--- config.mk ---
export PLATFORM = sky130hd
export DESIGN_NAME = store_fwd_buffer
export DESIGN_NICKNAME = d
export VERILOG_FILES = /design/src/rtl/sb_pkg.sv /design/src/rtl/sb_ptrs.sv /design/src/rtl/sb_lookup.sv /design/src/rtl/store_fwd_buffer.sv
export SDC_FILE = /design/constraint.sdc
export NUM_CORES = 1
export LEC_CHECK = 0
export BUFFER_PORTS_ARGS = -buffer_cell sky130_fd_sc_hd__buf_2
export CAP_MARGIN = 0
export CORE_MARGIN = 2
export CORE_UTILIZATION = 55
export DETAILED_ROUTE_END_ITERATION = 8
export PLACE_DENSITY = 0.76
export SLEW_MARGIN = 20
export SYNTH_ARGS = -nofsm -noshare
export SYNTH_HDL_FRONTEND = slang
export SYNTH_HIERARCHICAL = 1
export SYNTH_SLANG_ARGS = --single-unit
--- constraint.sdc ---
create_clock -name clk -period 7.2 [get_ports clk]
set_input_delay 1.44 -clock clk [delete_from_list [all_inputs] [get_ports clk]]
set_output_delay 1.44 -clock clk [all_outputs]
set_load 0.05 [all_outputs]
--- src/rtl/sb_pkg.sv ---
package sb_pkg;

    typedef enum logic [1:0] {
        LD_MISS  = 2'd0,
        LD_STALL = 2'd1,
        LD_FWD   = 2'd2
    } ld_res_e;

    function automatic ld_res_e classify(input logic stall, input logic hit);
        if (stall)    return LD_STALL;
        else if (hit) return LD_FWD;
        else          return LD_MISS;
    endfunction

endpackage

--- src/rtl/sb_ptrs.sv ---
module sb_ptrs #(
    parameter int DEPTH = 8,
    localparam int PW = $clog2(DEPTH),
    localparam int CW = $clog2(DEPTH + 1)
) (
    input  logic          clk,
    input  logic          rst,
    input  logic          alloc_req,
    input  logic          retire_req,
    input  logic          ret_data_ok,
    input  logic          drain_ack,
    input  logic          flush,
    output logic [PW-1:0] head,
    output logic [PW-1:0] tail,
    output logic [PW-1:0] ret_idx,
    output logic [CW-1:0] cmp_cnt,
    output logic [CW-1:0] fin_cnt,
    output logic          can_alloc,
    output logic          alloc_fire,
    output logic          retire_fire,
    output logic          drain_fire,
    output logic          any_cmp
);
    logic [CW-1:0] total;

    assign total       = cmp_cnt + fin_cnt;
    assign ret_idx     = head + PW'(cmp_cnt);
    assign tail        = head + PW'(total);
    assign can_alloc   = !flush && (total != CW'(DEPTH));
    assign alloc_fire  = alloc_req && can_alloc;
    assign any_cmp     = (cmp_cnt != '0);
    assign drain_fire  = any_cmp && drain_ack;
    assign retire_fire = retire_req && !flush && (fin_cnt != '0) && ret_data_ok;

    always_ff @(posedge clk) begin
        if (rst) begin
            head    <= '0;
            cmp_cnt <= '0;
            fin_cnt <= '0;
        end else begin
            if (drain_fire) head <= head + PW'(1);
            cmp_cnt <= cmp_cnt + CW'(retire_fire) - CW'(drain_fire);
            if (flush) fin_cnt <= '0;
            else       fin_cnt <= fin_cnt + CW'(alloc_fire) - CW'(retire_fire);
        end
    end
endmodule

--- src/rtl/sb_lookup.sv ---
module sb_lookup
    import sb_pkg::*;
#(
    parameter int DEPTH = 8,
    parameter int AW = 16,
    parameter int DW = 32,
    localparam int PW = $clog2(DEPTH)
) (
    input  logic [DEPTH-1:0]         ent_v,
    input  logic [DEPTH-1:0]         ent_c,
    input  logic [DEPTH-1:0][AW-1:0] ent_addr,
    input  logic [DEPTH-1:0][DW-1:0] ent_data,
    input  logic [PW-1:0]            head,
    input  logic                     ld_valid,
    input  logic [AW-1:0]            ld_addr,
    output logic [1:0]               ld_result,
    output logic [DW-1:0]            ld_data
);
    logic          stall, hit;
    logic [PW-1:0] sel, idx;

    // Walk from oldest to youngest; the last completed match wins.
    always_comb begin
        stall = 1'b0;
        hit   = 1'b0;
        sel   = '0;
        idx   = '0;
        for (int k = 0; k < DEPTH; k++) begin
            idx = head + PW'(k);
            if (ent_v[idx] && ent_addr[idx] == ld_addr) begin
                if (!ent_c[idx]) stall = 1'b1;
                else begin
                    hit = 1'b1;
                    sel = idx;
                end
            end
        end
    end

    assign ld_result = ld_valid ? classify(stall, hit) : LD_MISS;
    assign ld_data   = ent_data[sel];
endmodule

--- src/rtl/store_fwd_buffer.sv ---
module store_fwd_buffer
    import sb_pkg::*;
#(
    parameter int DEPTH = 8,
    parameter int AW = 16,
    parameter int DW = 32,
    localparam int PW = $clog2(DEPTH),
    localparam int CW = $clog2(DEPTH + 1)
) (
    input  logic          clk,
    input  logic          rst,
    input  logic          alloc_valid,
    input  logic [AW-1:0] alloc_addr,
    output logic          alloc_ready,
    output logic [PW-1:0] alloc_tag,
    input  logic          wr_valid,
    input  logic [PW-1:0] wr_tag,
    input  logic [DW-1:0] wr_data,
    input  logic          retire,
    input  logic          flush,
    output logic          mem_valid,
    input  logic          mem_ready,
    output logic [AW-1:0] mem_addr,
    output logic [DW-1:0] mem_data,
    input  logic          ld_valid,
    input  logic [AW-1:0] ld_addr,
    output logic [1:0]    ld_result,
    output logic [DW-1:0] ld_data
);
    typedef struct packed {
        logic          v;
        logic          c;
        logic          dv;
        logic [AW-1:0] addr;
        logic [DW-1:0] data;
    } entry_t;

    logic [PW-1:0] head, tail, ret_idx;
    logic [CW-1:0] cmp_cnt, fin_cnt;
    logic          alloc_fire, retire_fire, drain_fire, any_cmp;

    logic [DEPTH-1:0]         valid_vec, cmp_vec, dv_vec;
    logic [DEPTH-1:0][AW-1:0] addr_vec;
    logic [DEPTH-1:0][DW-1:0] data_vec;

    sb_ptrs #(.DEPTH(DEPTH)) u_ptrs (
        .clk         (clk),
        .rst         (rst),
        .alloc_req   (alloc_valid),
        .retire_req  (retire),
        .ret_data_ok (dv_vec[ret_idx]),
        .drain_ack   (mem_ready),
        .flush       (flush),
        .head        (head),
        .tail        (tail),
        .ret_idx     (ret_idx),
        .cmp_cnt     (cmp_cnt),
        .fin_cnt     (fin_cnt),
        .can_alloc   (alloc_ready),
        .alloc_fire  (alloc_fire),
        .retire_fire (retire_fire),
        .drain_fire  (drain_fire),
        .any_cmp     (any_cmp)
    );

    for (genvar i = 0; i < DEPTH; i++) begin : g_ent
        entry_t e;
        always_ff @(posedge clk) begin
            if (rst) begin
                e <= '0;
            end else begin
                if (alloc_fire && tail == PW'(i)) begin
                    e.v    <= 1'b1;
                    e.c    <= 1'b0;
                    e.dv   <= 1'b0;
                    e.addr <= alloc_addr;
                end else if (flush && e.v && !e.c) begin
                    e.v <= 1'b0;
                end
                if (drain_fire && head == PW'(i)) begin
                    e.v <= 1'b0;
                    e.c <= 1'b0;
                end
                if (retire_fire && ret_idx == PW'(i)) e.c <= 1'b1;
                if (wr_valid && wr_tag == PW'(i) && e.v && !e.c) begin
                    e.dv   <= 1'b1;
                    e.data <= wr_data;
                end
            end
        end
        assign valid_vec[i] = e.v;
        assign cmp_vec[i]   = e.c;
        assign dv_vec[i]    = e.dv;
        assign addr_vec[i]  = e.addr;
        assign data_vec[i]  = e.data;
    end

    assign alloc_tag = tail;
    assign mem_valid = any_cmp;
    assign mem_addr  = addr_vec[head];
    assign mem_data  = data_vec[head];

    sb_lookup #(.DEPTH(DEPTH), .AW(AW), .DW(DW)) u_lookup (
        .ent_v     (valid_vec),
        .ent_c     (cmp_vec),
        .ent_addr  (addr_vec),
        .ent_data  (data_vec),
        .head      (head),
        .ld_valid  (ld_valid),
        .ld_addr   (ld_addr),
        .ld_result (ld_result),
        .ld_data   (ld_data)
    );
endmodule

==> reports/qor.txt, run 1 <==
==================================================================================
Critical-path cell list                                               or2_0 > a2bb2oi_1 > a21oi_1 > nor3b_1 > nand4_1 > or3_1 > a211oi_1 > o31a_1 > o22ai_4 > buf_12 > clkbuf_16 > mux2_1 > o22ai_1 > nor3_4 > buf_2
Flip-flop and latch count after synthesis                                      419
Fraction of synthesized cell area taken by the top area cell type            25.8%
Die Wd                                                                      247 um
Highest attainable clock frequency                                         137 MHz
Number of nets produced by synthesis                                          3474
Final hold viol count                                                            0
Power per Cell Area                                                    232 mW/mm^2
Most frequent cells in the layout                                     mux2i_1 (441), dfxtp_1 (416), nand2_1 (362), nand2b_1 (301), mux4_2 (248)
Async S/R FF share, synth                                                       0%
Endpoint required time on the critical path                                5.76 ns
Number of synthesis warnings                                                     6
Placement row count                                                             89
Max-slew headroom                                                            24.6%
Largest stage delay on the critical path                                   0.70 ns
Count of unique library cells instantiated by Yosys                             99
Worst supply voltage drop on vdd                                          0.190 mV
Initial antenna violation count                                                  7
Biggest fanout along the worst timing path                                      23
Share of synthesized area occupied by flip-flops and latches                 25.8%
Skew-Pair Late Insertion Delay                                             0.61 ns
Routed vias                                                                  29.0k
Buffers on Ports                                                               161
Final core utilization                                                       61.8%
Critical path capture point type                                       output port
Post-cts hold buffer count                                                       0
Number of sinks handled by clock tree synthesis                                419
Status                                                                finished with violations
Arrival time worst endpoint                                                5.85 ns
Max-Cap Viols                                                                    0
Share of final-layout standard cells stronger than drive strength 1          24.1%
Post-route minimum period                                                  7.29 ns
Number of enable flip-flop cells after synthesis                                 0
I/O pin cnt                                                                    162
Master cell of the clock root buffer                                     clkbuf_16
Type of the worst setup path                                          flop to output port
Leftover overflow at the end of global routing                                   0
Cell count after synthesis                                                    3376
# nets final                                                                  3480
Area of the placeable core                                            0.0587 sq mm
Leakage component of the power                                             13.7 nW
Post-synth top flop                                                        dfxtp_1
Post-route fraction of the period consumed by the critical path               101%
Max Transition Viols Final                                                       0
Vertical die dimension                                                      247 um
Worst slack on hold paths                                                 0.455 ns
Fillers                                                                       4744
Wire length of the first global-routing pass                                168 mm
Number of optimization iterations in the first detailed-route pass               7
Area added between synthesis and finish                                      11.5%
Cts bufs inserted                                                               46
Instance area at placement                                            0.0340 sq mm
Worst setup skew after layout                                            0.0312 ns
Cell area after synthesis                                             0.0325 sq mm
HPWL after detailed placement                                              76.4 mm
Register clock-pin slew on the reported worst setup and hold paths         0.06 ns
Initial core utilization                                                     55.4%
Largest cells by area after synthesis                                 dfxtp_1 (26%), mux4_2 (17%), mux2i_1 (14%), nand2b_1 (5.8%), nand2_1 (4.2%)
Sum of routed wire length over all layers                                   115 mm
Final routed DRC violation total                                                 0
CTS tree                                                                      done
Failing checks                                                        setup timing
Vias per std cell                                                             6.91
Global placer's final weighted congestion                                     1.05
Max Buffers Root-to-Sink                                                         3
Mapped Avg Cell Area                                                    9.63 sq um
Global-route usage over all layers                                           36.2%
Post-route setup TNS                                                     -0.699 ns
Total power draw                                                           8.41 mW
Most common cell after layout, fill and taps aside                         mux2i_1
Final antenna-violating net count                                                0
Post-Layout Inst Area                                                 0.0363 sq mm
Library cell with the largest summed area after synthesis                  dfxtp_1
H-tree depth                                                                     2
Number of DRC markers after the initial detailed-route iteration              3868
Worst setup SP type                                                           flop
Type of the worst min-delay path                                      flop to flop
Worst setup margin                                                      -0.0905 ns
Vias in the first global route                                               26.8k
Setup Viol. Count Final                                                         17
Slew at the pin with the worst max-slew slack                              1.13 ns
Routed wire length per instance                                            27.4 um
Slowest-stage cell, CP                                                       or2_0
Die Area                                                              0.0611 sq mm
Maximum number of pins on one net before global-route repair                   189
==================================================================================
==> sequential cells by signal (all words and copies together), names as in the netlist <==
name            flops
u_ptrs/fin_cnt      4
data_vec          256
u_ptrs/cmp_cnt      4
g_ent.e             8
u_ptrs/head         3
addr_vec          128
cmp_vec             8
dv_vec              8
==> worst max-delay path, delay by kind of cell, from the launching register on <==
family | cells | cell delay [ns]
and+or+nand+nor | 5 | 1.93
AOI/OAI and AO/OA | 6 | 1.68
DFF | 1 | 0.69
buffers and inverters | 3 | 0.60
muxes | 1 | 0.35
==> layer usage <==
metal  track usage, %  vias up  share of wire (%)  wire (um)
met4             14.1        6                4.3       4990
li1                 -    12449                  -          -
met1             50.3    14198                 39      44600
met5                0        -              0.037         42
met3             10.7      354                 14      16000
met2             52.7     1969                 43      49300
==> metrics by stage <==
stage	cells	setup slack, ns
final	4193	-0.0905
after global placement	4080	0.416
after global routing	4190	-0.0612
after detailed placement	4080	0.293
after CTS	4164	-0.00431
after floorplan	3376	0.0152
==> power by group <==
part | switching, mW | internal, mW | total, mW
Combinational | 2.08 | 1.30 | 3.38
Sequential | 0.161 | 2.40 | 2.56
Clock | 1.03 | 1.44 | 2.47
==> synthesized netlist by cell type (43+ instances only) <==
cell type / n
mux2_1: 44
mux2_2: 70
nor3_1: 73
xnor2_1: 105
o22ai_1: 48
nand3_1: 95
nand2_1: 363
dfxtp_1: 419
nand2b_1: 301
buf_1: 43
buf_2: 133
mux2i_1: 441
a22o_1: 45
clkbuf_1: 107
a21oi_1: 170
nor2_1: 102
mux4_2: 248
==> cell families after synthesis <==
family | synth area share [%]
AND/OR/NAND/NOR | 18.5
multiplexers | 35.5
AO/OA/AOI/OAI | 9.88
flip-flops | 25.8
buffers and inverters | 5.81
XOR/XNOR | 3.49
adder cells (fa/ha/maj) | 1.00
==> final timing paths <==
check / startpoint / end / slack, ns / cells past startpoint
worst max-delay path: u_ptrs/head[2] / ld_data[19] / -0.09 / 15
worst min-delay path: dv_vec[1] / dv_vec[1] / 0.46 / 2
worst min register to register: dv_vec[1] / dv_vec[1] / 0.46 / 2
worst max register to register: u_ptrs/head[0] / u_ptrs/fin_cnt[2] / 1.53 / 20
==> cell type report <==
cell class / instances / area, sq um / share of cell area, %
multi-input cells: 2578 / 22900 / 63.1
flip-flops and latches: 419 / 8400 / 23.2
repair buffers: 295 / 2270 / 6.25
clock buffers: 63 / 1340 / 3.68
well taps: 773 / 967 / 2.67
clock inverters: 15 / 215 / 0.593
inverters: 42 / 168 / 0.462
diodes: 8 / 20.0 / 0.0552
==> repair_timing <==
| action | 4_1_cts | 5_1_grt |
|---|---|---|
| cloned | 0 | 5 |
| endpoints found under the hold margin | 0 | 0 |
| pin swaps | 2 | 7 |
| setup buffers | 6 | 16 |
| gates resized for setup | 5 | 57 |
| endpoints found under the setup margin | 32 | 32 |
No activity file was read; power rests on OpenSTA's default activity.
==> run 2: changes to the inputs <==
--- a/config.mk
+++ b/config.mk
@@ -7,6 +7,7 @@
 export LEC_CHECK = 0
 export BUFFER_PORTS_ARGS = -buffer_cell sky130_fd_sc_hd__buf_2
 export CAP_MARGIN = 0
+export CORE_ASPECT_RATIO = 1.1
 export CORE_MARGIN = 2
 export CORE_UTILIZATION = 55
 export DETAILED_ROUTE_END_ITERATION = 8
==> run 2 against run 1 <==
  * The run now ends clean
  * Total power fell by 0.20%
  * Hold slack got worse by 0.0030 ns
  * First-iteration DRC count fell by 10%
  * Die area barely moved
  * Sequential power barely moved
  * Clock power barely moved
  * Combinational power barely moved
  * Sequential share of layout area rose by 0.096 points
  * Core utilization fell by 0.093 points
  * Critical endpoint is now ld_data[21]
  * Largest cell class unchanged
  * Largest power group unchanged
==> reports/qor.txt, run 2 (same netlist as run 1, synthesis figures left out) <==
==================================================================================
Status                                                                finished clean
Final hold viol count                                                            0   unchanged
Type of the worst min-delay path                                      flop to flop
Number of DRC markers after the initial detailed-route iteration              3467   -10%
Setup Viol. Count Final                                                          0   -17
Instance count after placement with tap cells included                        4069   -0.27%
Area added between synthesis and finish                                      11.1%
Die Area                                                              0.0611 sq mm   about the same
Worst slack on hold paths                                                 0.452 ns   -0.00297 ns
Final cell count without fillers                                              4173   -0.48%
Global placer's final weighted congestion                                     1.09   +4.3%
Number of cells on the worst reg-to-reg path                                    18   -10%
Buffer and inverter count on the worst path                                      4   +1
Placement row count                                                             93   +4.5%
Wire length of the first global-routing pass                                171 mm   +1.6%
End point of the critical path                                         ld_data[21]
Initial antenna violation count                                                  9   +2
HPWL after detailed placement                                              75.2 mm   -1.6%
Largest stage delay on the critical path                                   0.60 ns   -0.10 ns
Worst slack at placement                                                  0.318 ns   +0.0255 ns
Dominant delay contributor by cell family on the critical path        simple AND/OR/NAND/NOR gates
Instance area at placement                                            0.0341 sq mm   +0.18%
# nets final                                                                  3468   -0.34%
Vias in the first global route                                               27.6k   +2.9%
Master cell of the clock root buffer                                     clkbuf_16
Power per Cell Area                                                    232 mW/mm^2   +0.21%
Worst setup margin                                                       0.0973 ns   +0.188 ns
Vertical die dimension                                                      259 um   +4.8%
Routed wire length per instance                                            27.3 um   -0.53%
Reg-to-reg critical path endpoint                                     u_ptrs/fin_cnt[2]
Max-slew headroom                                                            15.2%   -9.4 points
Worst setup path startpoint                                           u_ptrs/head[1]
Type of the worst setup path                                          flop to output port
Critical-path cell list                                               inv_1 > ha_4 > buf_12 > mux4_2 > xnor2_1 > a2111o_1 > o31ai_2 > and4_1 > a31oi_1 > or4_1 > a21oi_2 > o21ai_4 > buf_12 > nor3_1 > nor3_4 > buf_2
Endpoint required time on the critical path                                5.76 ns   about the same
Number of optimization iterations in the first detailed-route pass               6   -1
Most frequent cells in the layout                                     mux2i_1 (438), dfxtp_1 (416), nand2_1 (362), nand2b_1 (301), mux4_2 (248)
Max-Cap Viols                                                                    0   unchanged
Unrepaired setup endpoints after global routing                                yes
H-tree depth                                                                     2   unchanged
Buffers on Ports                                                               161   unchanged
Maximum number of pins on one net before global-route repair                   170   -10%
Share of final-layout standard cells stronger than drive strength 1          23.4%   -0.68 points
Post-Layout Inst Area                                                 0.0361 sq mm   -0.41%
Final core utilization                                                       61.7%   -0.093 points
Slew at the pin with the worst max-slew slack                              1.27 ns   +0.140 ns
Post-cts hold buffer count                                                       0   unchanged
I/O pin cnt                                                                    162   unchanged
Final antenna-violating net count                                                0   unchanged
Area of the placeable core                                            0.0585 sq mm   -0.26%
Global-route usage over all layers                                           36.2%   +0.053 points
Worst supply voltage drop on vdd                                          0.206 mV   +8.7%
Instance count on the critical path                                             16   +1
Reg-to-Reg Start                                                      u_ptrs/head[1]
Slowest-stage cell, CP                                                      mux4_2
Number of sinks handled by clock tree synthesis                                419   unchanged
Biggest fanout along the worst timing path                                      32   +39%
Worst setup skew after layout                                            0.0170 ns   -0.0141 ns
Worst-case register-to-register setup slack                                1.85 ns   +0.32 ns
CTS tree                                                                      done
Routed vias                                                                  28.7k   -1.0%
Worst setup SP type                                                           flop
Register clock-pin slew on the reported worst setup and hold paths         0.06 ns   about the same
Arrival time worst endpoint                                                5.66 ns   -0.19 ns
Startpoint of the most critical hold path                                dv_vec[5]
Skew-Pair Late Insertion Delay                                             0.61 ns   about the same
Initial core utilization                                                     55.6%   +0.15 points
Max Transition Viols Final                                                       0   unchanged
Fillers                                                                       4762   +0.38%
Total power draw                                                           8.39 mW   -0.20%
Cts bufs inserted                                                               45   -2.2%
Max reg flops                                                                  256   unchanged
Die Wd                                                                      236 um   -4.6%
Final routed DRC violation total                                                 0   unchanged
Worst path most repeated cell                                               buf_12
Leftover overflow at the end of global routing                                   0   unchanged
Sum of routed wire length over all layers                                   114 mm   -1.0%
Post-route minimum period                                                  7.10 ns   -0.188 ns
Critical path capture point type                                       output port
Max Buffers Root-to-Sink                                                         3   unchanged
Vias per std cell                                                             6.87   -0.56%
Leakage component of the power                                             13.6 nW   -0.66%
Post-route fraction of the period consumed by the critical path              98.6%   -2.6 points
Post-route setup TNS                                                          0 ns   +0.699 ns
Most common cell after layout, fill and taps aside                         mux2i_1
Highest attainable clock frequency                                         141 MHz   +2.6%
==================================================================================
## run 2: repair_timing
| action | CTS | global route |
|---|---|---|
| setup buffers | 2 | 9 |
| pin swaps | 2 | 4 |
| cloned | 2 | 1 |
| setup endpoints to repair | 32 | 32 |
| resized for setup | 8 | 48 |
## run 2: worst min-delay path: stages, from the launching register on
cell	delay, ns
dfxtp_1	0.31
nand2_1	0.05
a21oi_1	0.05
## run 2: where the power goes
part | internal (mW) | switching (mW)
Sequential | 2.40 | 0.157
Combinational | 1.31 | 2.04
Clock | 1.43 | 1.05
Total | 5.14 | 3.25
## run 2: layout make-up
class | count | area, sq um | share of cell area (%)
clock inverters | 21 | 320 | 0.887
flip-flops and latches | 419 | 8400 | 23.3
multi-input cells | 2579 | 22800 | 63.2
repair buffers | 283 | 2210 | 6.13
well taps | 760 | 951 | 2.63
diodes | 9 | 22.5 | 0.0624
inverters | 42 | 160 | 0.443
clock buffers | 60 | 1230 | 3.41
## run 2: how the worst min path moves through the flow
stage | endpoint | depth (start not counted)
6_report | dv_vec[5] | 2
5_1_grt | dv_vec[6] | 2
4_1_cts | dv_vec[5] | 2
3_5_place_dp | dv_vec[5] | 2
3_3_place_gp | dv_vec[0] | 2
2_1_floorplan | dv_vec[4] | 2
## run 2: routing by layer
layer  up-vias  GRT usage [%]  share of wire (%)
met1     13969           44.4                 36
met5         -              0              0.033
met4         6           22.6                7.2
li1      12405              -                  -
met3       486           7.59                 10
met2      1810           58.6                 46
